### config.mk
export PLATFORM = sky130hd
export DESIGN_NAME = crc32_serial_gen
export DESIGN_NICKNAME = d
export VERILOG_FILES = /design/src/rtl/crc32_pkg.sv /design/src/rtl/crc32_smd_core.sv /design/src/rtl/crc32_div_core.sv /design/src/rtl/crc32_fcs_fmt.sv /design/src/rtl/crc32_serial_gen.sv
export SDC_FILE = /design/constraint.sdc
export NUM_CORES = 1
export LEC_CHECK = 0
export CAP_MARGIN = 20
export CORE_UTILIZATION = 54
export DETAILED_ROUTE_END_ITERATION = 10
export GPL_TIMING_DRIVEN = 0
export PLACE_DENSITY_LB_ADDON = 0.1
export SYNTH_ARGS = -nofsm -noshare
export SYNTH_HDL_FRONTEND = slang
export SYNTH_SLANG_ARGS = --single-unit
### constraint.sdc
create_clock -name clk -period 3.6 [get_ports clk]
set_input_delay 0.72 -clock clk [delete_from_list [all_inputs] [get_ports clk]]
set_output_delay 0.72 -clock clk [all_outputs]
set_load 0.02 [all_outputs]
### src/rtl/crc32_pkg.sv
package crc32_pkg;

    localparam int CRC_W = 32;
    localparam logic [CRC_W-1:0] CRC_POLY    = 32'h04C1_1DB7;
    localparam logic [CRC_W-1:0] CRC_RESIDUE = 32'hC704_DD7B;
    localparam int CNT_W = $clog2(CRC_W) + 1;
    localparam int FLW_W = $clog2(CRC_W);

    typedef logic [CRC_W-1:0] crc_t;

    typedef enum logic { ARCH_SMD, ARCH_DIV } crc_arch_e;

    typedef enum logic [1:0] { DV_IDLE, DV_DATA, DV_FLUSH } dv_state_e;

    typedef struct packed {
        logic sof;
        logic vld;
        logic dat;
        logic eof;
    } sbit_t;

    // bit enters at the top: multiply by x^32 and divide in one step
    function automatic crc_t smd_step(input crc_t r, input logic d);
        logic fb;
        fb = r[CRC_W-1] ^ d;
        return {r[CRC_W-2:0], 1'b0} ^ (fb ? CRC_POLY : '0);
    endfunction

    // bit enters at the bottom: plain polynomial division
    function automatic crc_t div_step(input crc_t r, input logic d);
        return {r[CRC_W-2:0], d} ^ (r[CRC_W-1] ? CRC_POLY : '0);
    endfunction

    function automatic crc_t bit_rev(input crc_t r);
        crc_t o;
        for (int i = 0; i < CRC_W; i++) o[i] = r[CRC_W-1-i];
        return o;
    endfunction

endpackage

### src/rtl/crc32_smd_core.sv
module crc32_smd_core
    import crc32_pkg::*;
(
    input  logic  clk,
    input  logic  rst,
    input  sbit_t in_b,
    output crc_t  r_q,
    output logic  fin_q
);

    always_ff @(posedge clk) begin
        if (rst) begin
            r_q   <= '1;
            fin_q <= 1'b0;
        end else begin
            fin_q <= in_b.vld & in_b.eof;
            if (in_b.vld)
                r_q <= smd_step(in_b.sof ? '1 : r_q, in_b.dat);
        end
    end


    smd_done_chk: assert property (@(posedge clk) disable iff (rst)
        fin_q |-> $past(in_b.vld && in_b.eof));


    smd_zero_hold_chk: assert property (@(posedge clk) disable iff (rst)
        (r_q == '0 && in_b.vld && !in_b.sof && !in_b.dat) |=> (r_q == '0));


    smd_idle_hold_chk: assert property (@(posedge clk) disable iff (rst)
        !in_b.vld |=> $stable(r_q));

endmodule

### src/rtl/crc32_div_core.sv
module crc32_div_core
    import crc32_pkg::*;
(
    input  logic  clk,
    input  logic  rst,
    input  sbit_t in_b,
    output crc_t  r_q,
    output logic  fin_q
);

    dv_state_e        st_q;
    logic [CNT_W-1:0] cnt_q;
    logic [FLW_W-1:0] fcnt_q;
    logic             inv;
    logic             take;

    assign inv  = (cnt_q < CNT_W'(CRC_W));
    assign take = in_b.vld & (in_b.sof | (st_q == DV_DATA));

    always_ff @(posedge clk) begin
        if (rst) begin
            st_q   <= DV_IDLE;
            r_q    <= '0;
            cnt_q  <= '0;
            fcnt_q <= '0;
            fin_q  <= 1'b0;
        end else begin
            fin_q <= 1'b0;
            if (st_q == DV_FLUSH) begin
                r_q    <= div_step(r_q, inv);
                cnt_q  <= inv ? cnt_q + 1'b1 : cnt_q;
                fcnt_q <= fcnt_q + 1'b1;
                if (fcnt_q == FLW_W'(CRC_W - 1)) begin
                    st_q  <= DV_IDLE;
                    fin_q <= 1'b1;
                end
            end else if (take) begin
                if (in_b.sof) begin
                    r_q   <= div_step('0, ~in_b.dat);
                    cnt_q <= CNT_W'(1);
                end else begin
                    r_q   <= div_step(r_q, in_b.dat ^ inv);
                    cnt_q <= inv ? cnt_q + 1'b1 : cnt_q;
                end
                fcnt_q <= '0;
                st_q   <= in_b.eof ? DV_FLUSH : DV_DATA;
            end
        end
    end


    div_done_chk: assert property (@(posedge clk) disable iff (rst)
        fin_q |-> $past(st_q == DV_FLUSH));


    div_flush_ignore_chk: assert property (@(posedge clk) disable iff (rst)
        (st_q == DV_FLUSH && fcnt_q != FLW_W'(CRC_W - 1)) |=> (st_q == DV_FLUSH));


    div_single_done_chk: assert property (@(posedge clk) disable iff (rst)
        fin_q |=> !fin_q);


    div_start_zero_chk: assert property (@(posedge clk) disable iff (rst)
        (st_q != DV_FLUSH && in_b.vld && in_b.sof) |=> (r_q[CRC_W-1:1] == '0));


    div_zero_hold_chk: assert property (@(posedge clk) disable iff (rst)
        (r_q == '0 && st_q == DV_DATA && in_b.vld && !in_b.sof && !in_b.dat
         && cnt_q == CNT_W'(CRC_W)) |=> (r_q == '0));

endmodule

### src/rtl/crc32_fcs_fmt.sv
module crc32_fcs_fmt
    import crc32_pkg::*;
(
    input  crc_t r_in,
    input  logic fin,
    output crc_t crc_out,
    output logic crc_ok
);

    assign crc_out = ~bit_rev(r_in);
    assign crc_ok  = fin & (r_in == CRC_RESIDUE);

endmodule

### src/rtl/crc32_serial_gen.sv
module crc32_serial_gen
    import crc32_pkg::*;
#(
    parameter crc_arch_e ARCH = ARCH_SMD
) (
    input  logic        clk,
    input  logic        rst,
    input  logic        sof,
    input  logic        dvalid,
    input  logic        din,
    input  logic        eof,
    output logic [31:0] crc_out,
    output logic        done,
    output logic        crc_ok
);

    sbit_t in_b;
    crc_t  r_w;
    logic  fin_w;

    assign in_b = '{sof: sof, vld: dvalid, dat: din, eof: eof};

    generate
        if (ARCH == ARCH_SMD) begin : g_smd
            crc32_smd_core u_core (
                .clk   (clk),
                .rst   (rst),
                .in_b  (in_b),
                .r_q   (r_w),
                .fin_q (fin_w)
            );
        end else begin : g_div
            crc32_div_core u_core (
                .clk   (clk),
                .rst   (rst),
                .in_b  (in_b),
                .r_q   (r_w),
                .fin_q (fin_w)
            );
        end
    endgenerate

    crc32_fcs_fmt u_fmt (
        .r_in    (r_w),
        .fin     (fin_w),
        .crc_out (crc_out),
        .crc_ok  (crc_ok)
    );

    assign done = fin_w;


    ok_with_done_chk: assert property (@(posedge clk) disable iff (rst)
        crc_ok |-> (done && crc_out == 32'h2144_DF1C));

endmodule

==> impl_results.md, run 1 <==
- Outcome: finished, final reports clean
- Worst slew pin tran: 0.5256 ns
- Drt pass-1 iters: 4
- DRC viols: 0
- Final hold viol count: 0
- Starting Density: just under 60%
- Endpoints failing setup: 0
- Final cycle utilization of the critical path: 83.00%
- Switching power: 0.0002113 W
- Clock sink count: 33
- GRT overflow: 0
- Worst Path Max Fanout: 4
- WS Path Type: reg -> out
- Routed Antenna Nets: 0
- Die span in y: 60.10 um
- Yosys Warn Count: 0
- Vias per cell: 5.077
- CTS resizes: 0
- Hold-fix buffers, CTS: 0
- Pwr per Cell Area: 351.1 mW/mm^2
- Slew Limit Fails: 0
- Post-synth EDFFs: 0
- Flop pwr share: between 40 and 50%
- Peak VDD IR: 248.3 uV
- DRT iter0 DRCs: 154
- H-tree levels: 2
- Launching point of the worst reg2reg path: g_smd.u_core.r_q[31]$_SDFFE_PP1P_
- Setup Total Neg Slack: 0 ns
- Post-place setup slack: 1.018 ns
- Top-level port count: 40
- Syn_nets: 229
- R2R Path End: g_smd.u_core.r_q[26]$_SDFFE_PP1P_
- Ant. Diodes: 0
- Pin count of the biggest net entering global routing: 11
- Unrepaired setup endpoints after global routing: false
- Power consumption: 0.0008228 W
- Final Cell Area: ~0.0023 mm^2
- Clock power share: 35.6%
- Nets: 274
- Final worst path period need: 2.988 ns
- CP Capture Type: output port
- Share of cells above drive strength 1: 11.90%
- Hold Path Class: reg -> reg
- Setup Fix Bufs, Post-CTS: 0
- TritonCTS clock tree: yes
- Vias: 1,589
- Post-Syn Instances: 223
- FF-to-FF setup slack: approximately 2.3 ns
- # Max-Cap Violations: 0
- P&R area growth vs syn: 28.55%
- Largest cells by area after synthesis: dfxtp_1 (36%), xnor3_1 (16%), nor2_1 (11%)
- Flops & latches, synth: 33
- Initial antenna violation count: 0
- Clk pin slew, worst setup/hold paths: 0.11 ns
- Post-synth top area share: 36.24%
- Fmax: 0.3347 GHz
- Root buf cell: clkbuf_4
- Clk Latency, worst-skew pair: 0.33 ns
- Placed inst area: 0.002258 mm^2
- Commonest cells after routing, fill and taps aside: nor2_1 (51), clkdlybuf4s50_1 (38), dfxtp_1 (33), inv_1 (32), a21oi_1 (31)
- PortBufs: 38
- Sequential element share of the synthesized area: between 30% and 40%
- Die area: roughly 0.0036 mm^2
- Post-synth cell types: 26
- GP Congestion: 0.8120
- Placeable Area: ~0.0031 mm^2
- GRT Util Overall: 26.09%
- First-pass GRT wire length: 6817 um
- Worst endpoint data arrival time: around 2.3 ns
- Worst setup margin: 0.6121 ns
- HPWL after DPL: 2929 um
- Commonest non-fill, non-tap cell in the layout: nor2_1
- Setup Skew: 0.008318 ns
- Clock buffer depth: 2
- Hold Startpoint: g_smd.u_core.r_q[10]$_SDFFE_PP1P_
- DRT Wirelength: 4108 um
- Number of global-route vias before repair: 1,466
- Asr flop ratio synth: 0%
- Logic gate share of total power: around 16%
- Area leader, netlist: dfxtp_1
- Mapped Area: 0.001823 mm^2
- Post-Syn Area per Cell: between 8 and 9 um^2
- DR WL/cell: 13.12 um
- Hold depth: 2
- CTS Buf Count: 5
- Worst Setup SP: g_smd.u_core.r_q[31]$_SDFFE_PP1P_
- Switching share of total power: 25.68%
- Type of origin of the critical path: register
- Worst r2r path cells: 4
- Leak: around 1.1 nW
- Min-Delay Endpoint: g_smd.u_core.r_q[10]$_SDFFE_PP1P_
- Int Power: 0.0006115 W
- Hold_ws: 0.5369 ns
- Worst Path Required: 2.88 ns
- Die X: 60.10 um
- Row count: 20
- Main synth FF type: dfxtp_1
- Worst rel slew slack: 64.96%
==> how the worst max path moves through the flow <==
| stage | cells after the start | end |
|---|---|---|
| after floorplan | 3 | crc_ok |
| after global placement | 4 | crc_ok |
| after detailed placement | 4 | crc_ok |
| after CTS | 4 | crc_ok |
| after global routing | 4 | crc_ok |
| final | 4 | crc_ok |
==> sequential cells by signal, indices dropped and copies added, names as in the netlist <==
name,cells
g_smd.u_core.r_q,32
g_smd.u_core.fin_q,1
==> cell type report <==
cell class | instances | area (um^2)
Multi-Input combinational cell | 142 | 958.4
Clock buffer | 7 | 55.05
Buffer | 15 | 80.08
Sequential cell | 33 | 660.6
Clock inverter | 1 | 30.03
Timing Repair Buffer | 38 | 380.4
Fill cell | 241 | 784.5
Inverter | 33 | 123.9
Tap cell | 44 | 55.05
==> cell usage after synthesis (2+ instances only) <==
cell / instances
o21ai_0: 4
dfxtp_1: 33
nor4bb_1: 2
or2_2: 18
xnor3_1: 13
inv_1: 32
a21oi_1: 31
nand2_1: 2
and4b_1: 2
buf_2: 3
nor2_1: 51
clkbuf_1: 8
nand3_1: 2
buf_1: 2
o21ai_1: 9
==> critical path, stage by stage, from the launching register on <==
cell and delay (ns):
dfxtp_1 0.53, nor4b_1 0.38, nand3_1 0.16, nor4_2 0.25
clkdlybuf4s50_1 0.63
==> routing by layer <==
metal | routed length [um] | track usage [%] | up-vias
met5 | 0 | 0 | -
met4 | 34 | 8.638 | 0
met3 | 243 | 5.411 | 5
met2 | 1898 | 40.82 | 56
met1 | 1932 | 35.74 | 728
li1 | - | - | 800
==> power by group through the flow <==
stage | Combinational (W) | Clock, W | Sequential (W)
2_1_floorplan | 0.0000850 | 0 | 0.000399
3_3_place_gp | 0.000132 | 0 | 0.000404
3_5_place_dp | 0.000134 | 0 | 0.000404
4_1_cts | 0.000134 | 0.000296 | 0.000395
5_1_grt | 0.000145 | 0.000317 | 0.000399
6_report | 0.000134 | 0.000293 | 0.000396
==> stage by stage <==
| step | cells | util [%] |
|---|---|---|
| global route | 313 | 74.92 |
| global placement | 305 | 72.20 |
| floorplan | 223 | - |
| finish | 313 | 74.92 |
| detailed placement | 305 | 72.20 |
| CTS | 313 | 74.92 |
==> kinds of logic (layout without fill, tap and decap cells) <==
logic type / Yosys count / in the layout / synth area share (%)
flip-flops: 33 / 33 / 36.24
buffers and inverters: 48 / 94 / 11.19
AO/OA/AOI/OAI: 45 / 45 / 12.56
XOR/XNOR: 14 / 14 / 16.54
AND/OR/NAND/NOR: 83 / 83 / 23.47
Power figures use the tool's default switching activity.
==> inputs of run 2 (changes only) <==
CORE_UTILIZATION = 50   (was 54)
clock period = 2.8 ns   (was 3.6 ns; I/O delays follow)
==> impl_results.md, run 2 (same netlist as run 1, synthesis figures left out) <==
- Outcome: finished, final reports clean (unchanged)
- GP Congestion: 0.7793 (was 0.8120)
- PortBufs: 38 (unchanged)
- Worst slew pin tran: 0.5341 ns (was 0.5256 ns)
- Top-level port count: 40 (unchanged)
- Clock sink count: 33 (unchanged)
- FF-to-FF setup slack: 1.50 ns (was 2.28 ns)
- Unrepaired setup endpoints after global routing: false (unchanged)
- GRT Util Overall: 23.08% (was 26.09%)
- Worst endpoint data arrival time: 1.95 ns (was 2.27 ns)
- GR peak layer: met2 (unchanged)
- Routing usage on met3: 3.832% (was 5.411%)
- DRC viols: 0 (unchanged)
- Vias: 1,603 (was 1,589)
- Endpoints failing setup: 0 (unchanged)
- Pin count of the biggest net entering global routing: 11 (unchanged)
- Placeable Area: 0.003416 mm^2 (was 0.003128 mm^2)
- Routed Antenna Nets: 0 (unchanged)
- Fmax: 0.3978 GHz
- Die X: 62.38 um (was 60.10 um)
- Clk Latency, worst-skew pair: 0.34 ns (was 0.33 ns)
- H-tree levels: 2 (unchanged)
- Max reg flops: 32 (unchanged)
- Slew Limit Fails: 0 (unchanged)
- Worst rel slew slack: 64.39% (was 64.96%)
- Worst Path Required: 2.24 ns (was 2.88 ns)
- DRT iter0 DRCs: 110 (was 154)
- Peak VDD IR: 255.1 uV (was 248.3 uV)
- WS Path Type: reg -> out (unchanged)
- Met2 Usage GRT: 36.40% (was 40.82%)
- DR WL/cell: 13.24 um (was 13.12 um)
- Commonest non-fill, non-tap cell in the layout: nor2_1 (unchanged)
- Hold Path Class: reg -> reg (unchanged)
- Clock buffer depth: 2 (unchanged)
- Vias per cell: 5.089 (was 5.077)
- Initial antenna violation count: 0 (unchanged)
- Die area: 0.003891 mm^2 (was 0.003612 mm^2)
- Finished Core Util: 67.84% (was 74.92%)
- Worst Path Max Fanout: 4 (unchanged)
- Final cycle utilization of the critical path: 89.78%
- # Max-Cap Violations: 0 (unchanged)
- Share of cells above drive strength 1: 12.27% (was 11.90%)
- CTS Buf Count: 5 (unchanged)
- GRT overflow: 0 (unchanged)
- Final hold viol count: 0 (unchanged)
- Leak: 1.122 nW (was 1.129 nW)
- Setup Total Neg Slack: 0 ns (unchanged)
- Pwr per Cell Area: 407.6 mW/mm^2 (was 351.1 mW/mm^2)
- Root buf cell: clkbuf_4 (unchanged)
- TritonCTS clock tree: yes (unchanged)
- P&R area growth vs syn: 27.11% (was 28.55%)
- Drt pass-1 iters: 4 (unchanged)
- First-pass GRT wire length: 7079 um (was 6817 um)
- Type of origin of the critical path: register (unchanged)
- Final cell count without fillers: 315 (was 313)
- Number of global-route vias before repair: 1,464 (was 1,466)
- Reg with most FFs: g_smd.u_core.r_q (unchanged)
- Starting Density: 53.37% (was 58.28%)
- Commonest cells after routing, fill and taps aside: nor2_1 (51), clkdlybuf4s50_1 (37), dfxtp_1 (33), inv_1 (32), a21oi_1 (31) (was nor2_1 (51), clkdlybuf4s50_1 (38), dfxtp_1 (33), inv_1 (32), a21oi_1 (31))
- Hold-fix buffers, CTS: 0 (unchanged)
- Nets: 274 (unchanged)
- Row count: 21 (was 20)
- Largest registers: g_smd.u_core.r_q x32, g_smd.u_core.fin_q x1 (unchanged)
- Clk pin slew, worst setup/hold paths: 0.11 ns (about the same)
- HPWL after DPL: 2924 um (was 2929 um)
- DRT Wirelength: 4171 um (was 4108 um)
- CP Capture Type: output port (unchanged)
- # placed instances: 307 (was 305)
- Grt met1 use: 31.51% (was 35.74%)
- Setup Skew: 0.005963 ns (was 0.008318 ns)
- Die span in y: 62.38 um (was 60.10 um)
- Ant. Diodes: 0 (unchanged)
- Final worst path period need: between 2 and 3 ns
## run 2: through the flow
| stage | hold WS (ns) | cell area [um^2] | setup slack [ns] | total power (W) |
|---|---|---|---|---|
| 2_1_floorplan | 0.4787 | 1823 | 0.8058 | 0.0006226 |
| 3_3_place_gp | 0.5184 | 2261 | 0.3219 | 0.0006886 |
| 3_5_place_dp | 0.5320 | 2261 | 0.3318 | 0.0006908 |
| 4_1_cts | 0.5570 | 2317 | 0.2625 | 0.0009464 |
| 5_1_grt | 0.5940 | 2317 | 0.2157 | 0.0009884 |
| 6_report | 0.5545 | 2317 | 0.2862 | 0.0009444 |
## run 2: critical path: stages (launching register included)
cell	delay, ns
dfxtp_1	0.35
nand4bb_1	0.18
or4_1	0.51
nor4_2	0.22
dlygate4sd2_1	0.36
## run 2: cell type report
class	count	area, um^2
clock buffers	6	41.29
clock inverters	2	10.01
plain buffers	15	80.08
well taps	46	57.56
inverters	33	123.9
fillers	295	1099
repair buffers	38	379.1
flip-flops and latches	33	660.6
multi-input cells	142	964.7
## run 2: final timing paths
| check | start | end | depth (start not counted) |
|---|---|---|---|
| worst min register to register | g_smd.u_core.r_q[2]$_SDFFE_PP1P_ | g_smd.u_core.r_q[2]$_SDFFE_PP1P_ | 2 |
| worst min-delay path | g_smd.u_core.r_q[2]$_SDFFE_PP1P_ | g_smd.u_core.r_q[2]$_SDFFE_PP1P_ | 2 |
| worst max-delay path | g_smd.u_core.r_q[7]$_SDFFE_PP1P_ | crc_ok | 4 |
| worst max register to register | g_smd.u_core.r_q[31]$_SDFFE_PP1P_ | g_smd.u_core.r_q[10]$_SDFFE_PP1P_ | 4 |
## run 2: repair_timing
item / CTS / global route
endpoints found under the setup margin: 1 / 0
buffers inserted: 0 / 0
resized for setup: 2 / 0
endpoints found under the hold margin: 0 / 0
## run 2: report_power, final
part	internal (W)	switching, W
Combinational	0.0000842	0.0000876
Clock	0.0000956	0.000167
Sequential	0.000489	0.0000211
## run 2: metal layers
layer | routed length, um | up-vias
li1 | - | 797
met1 | 1870 | 740
met2 | 1972 | 57
met3 | 262 | 9
met4 | 65 | 0
met5 | 0 | -
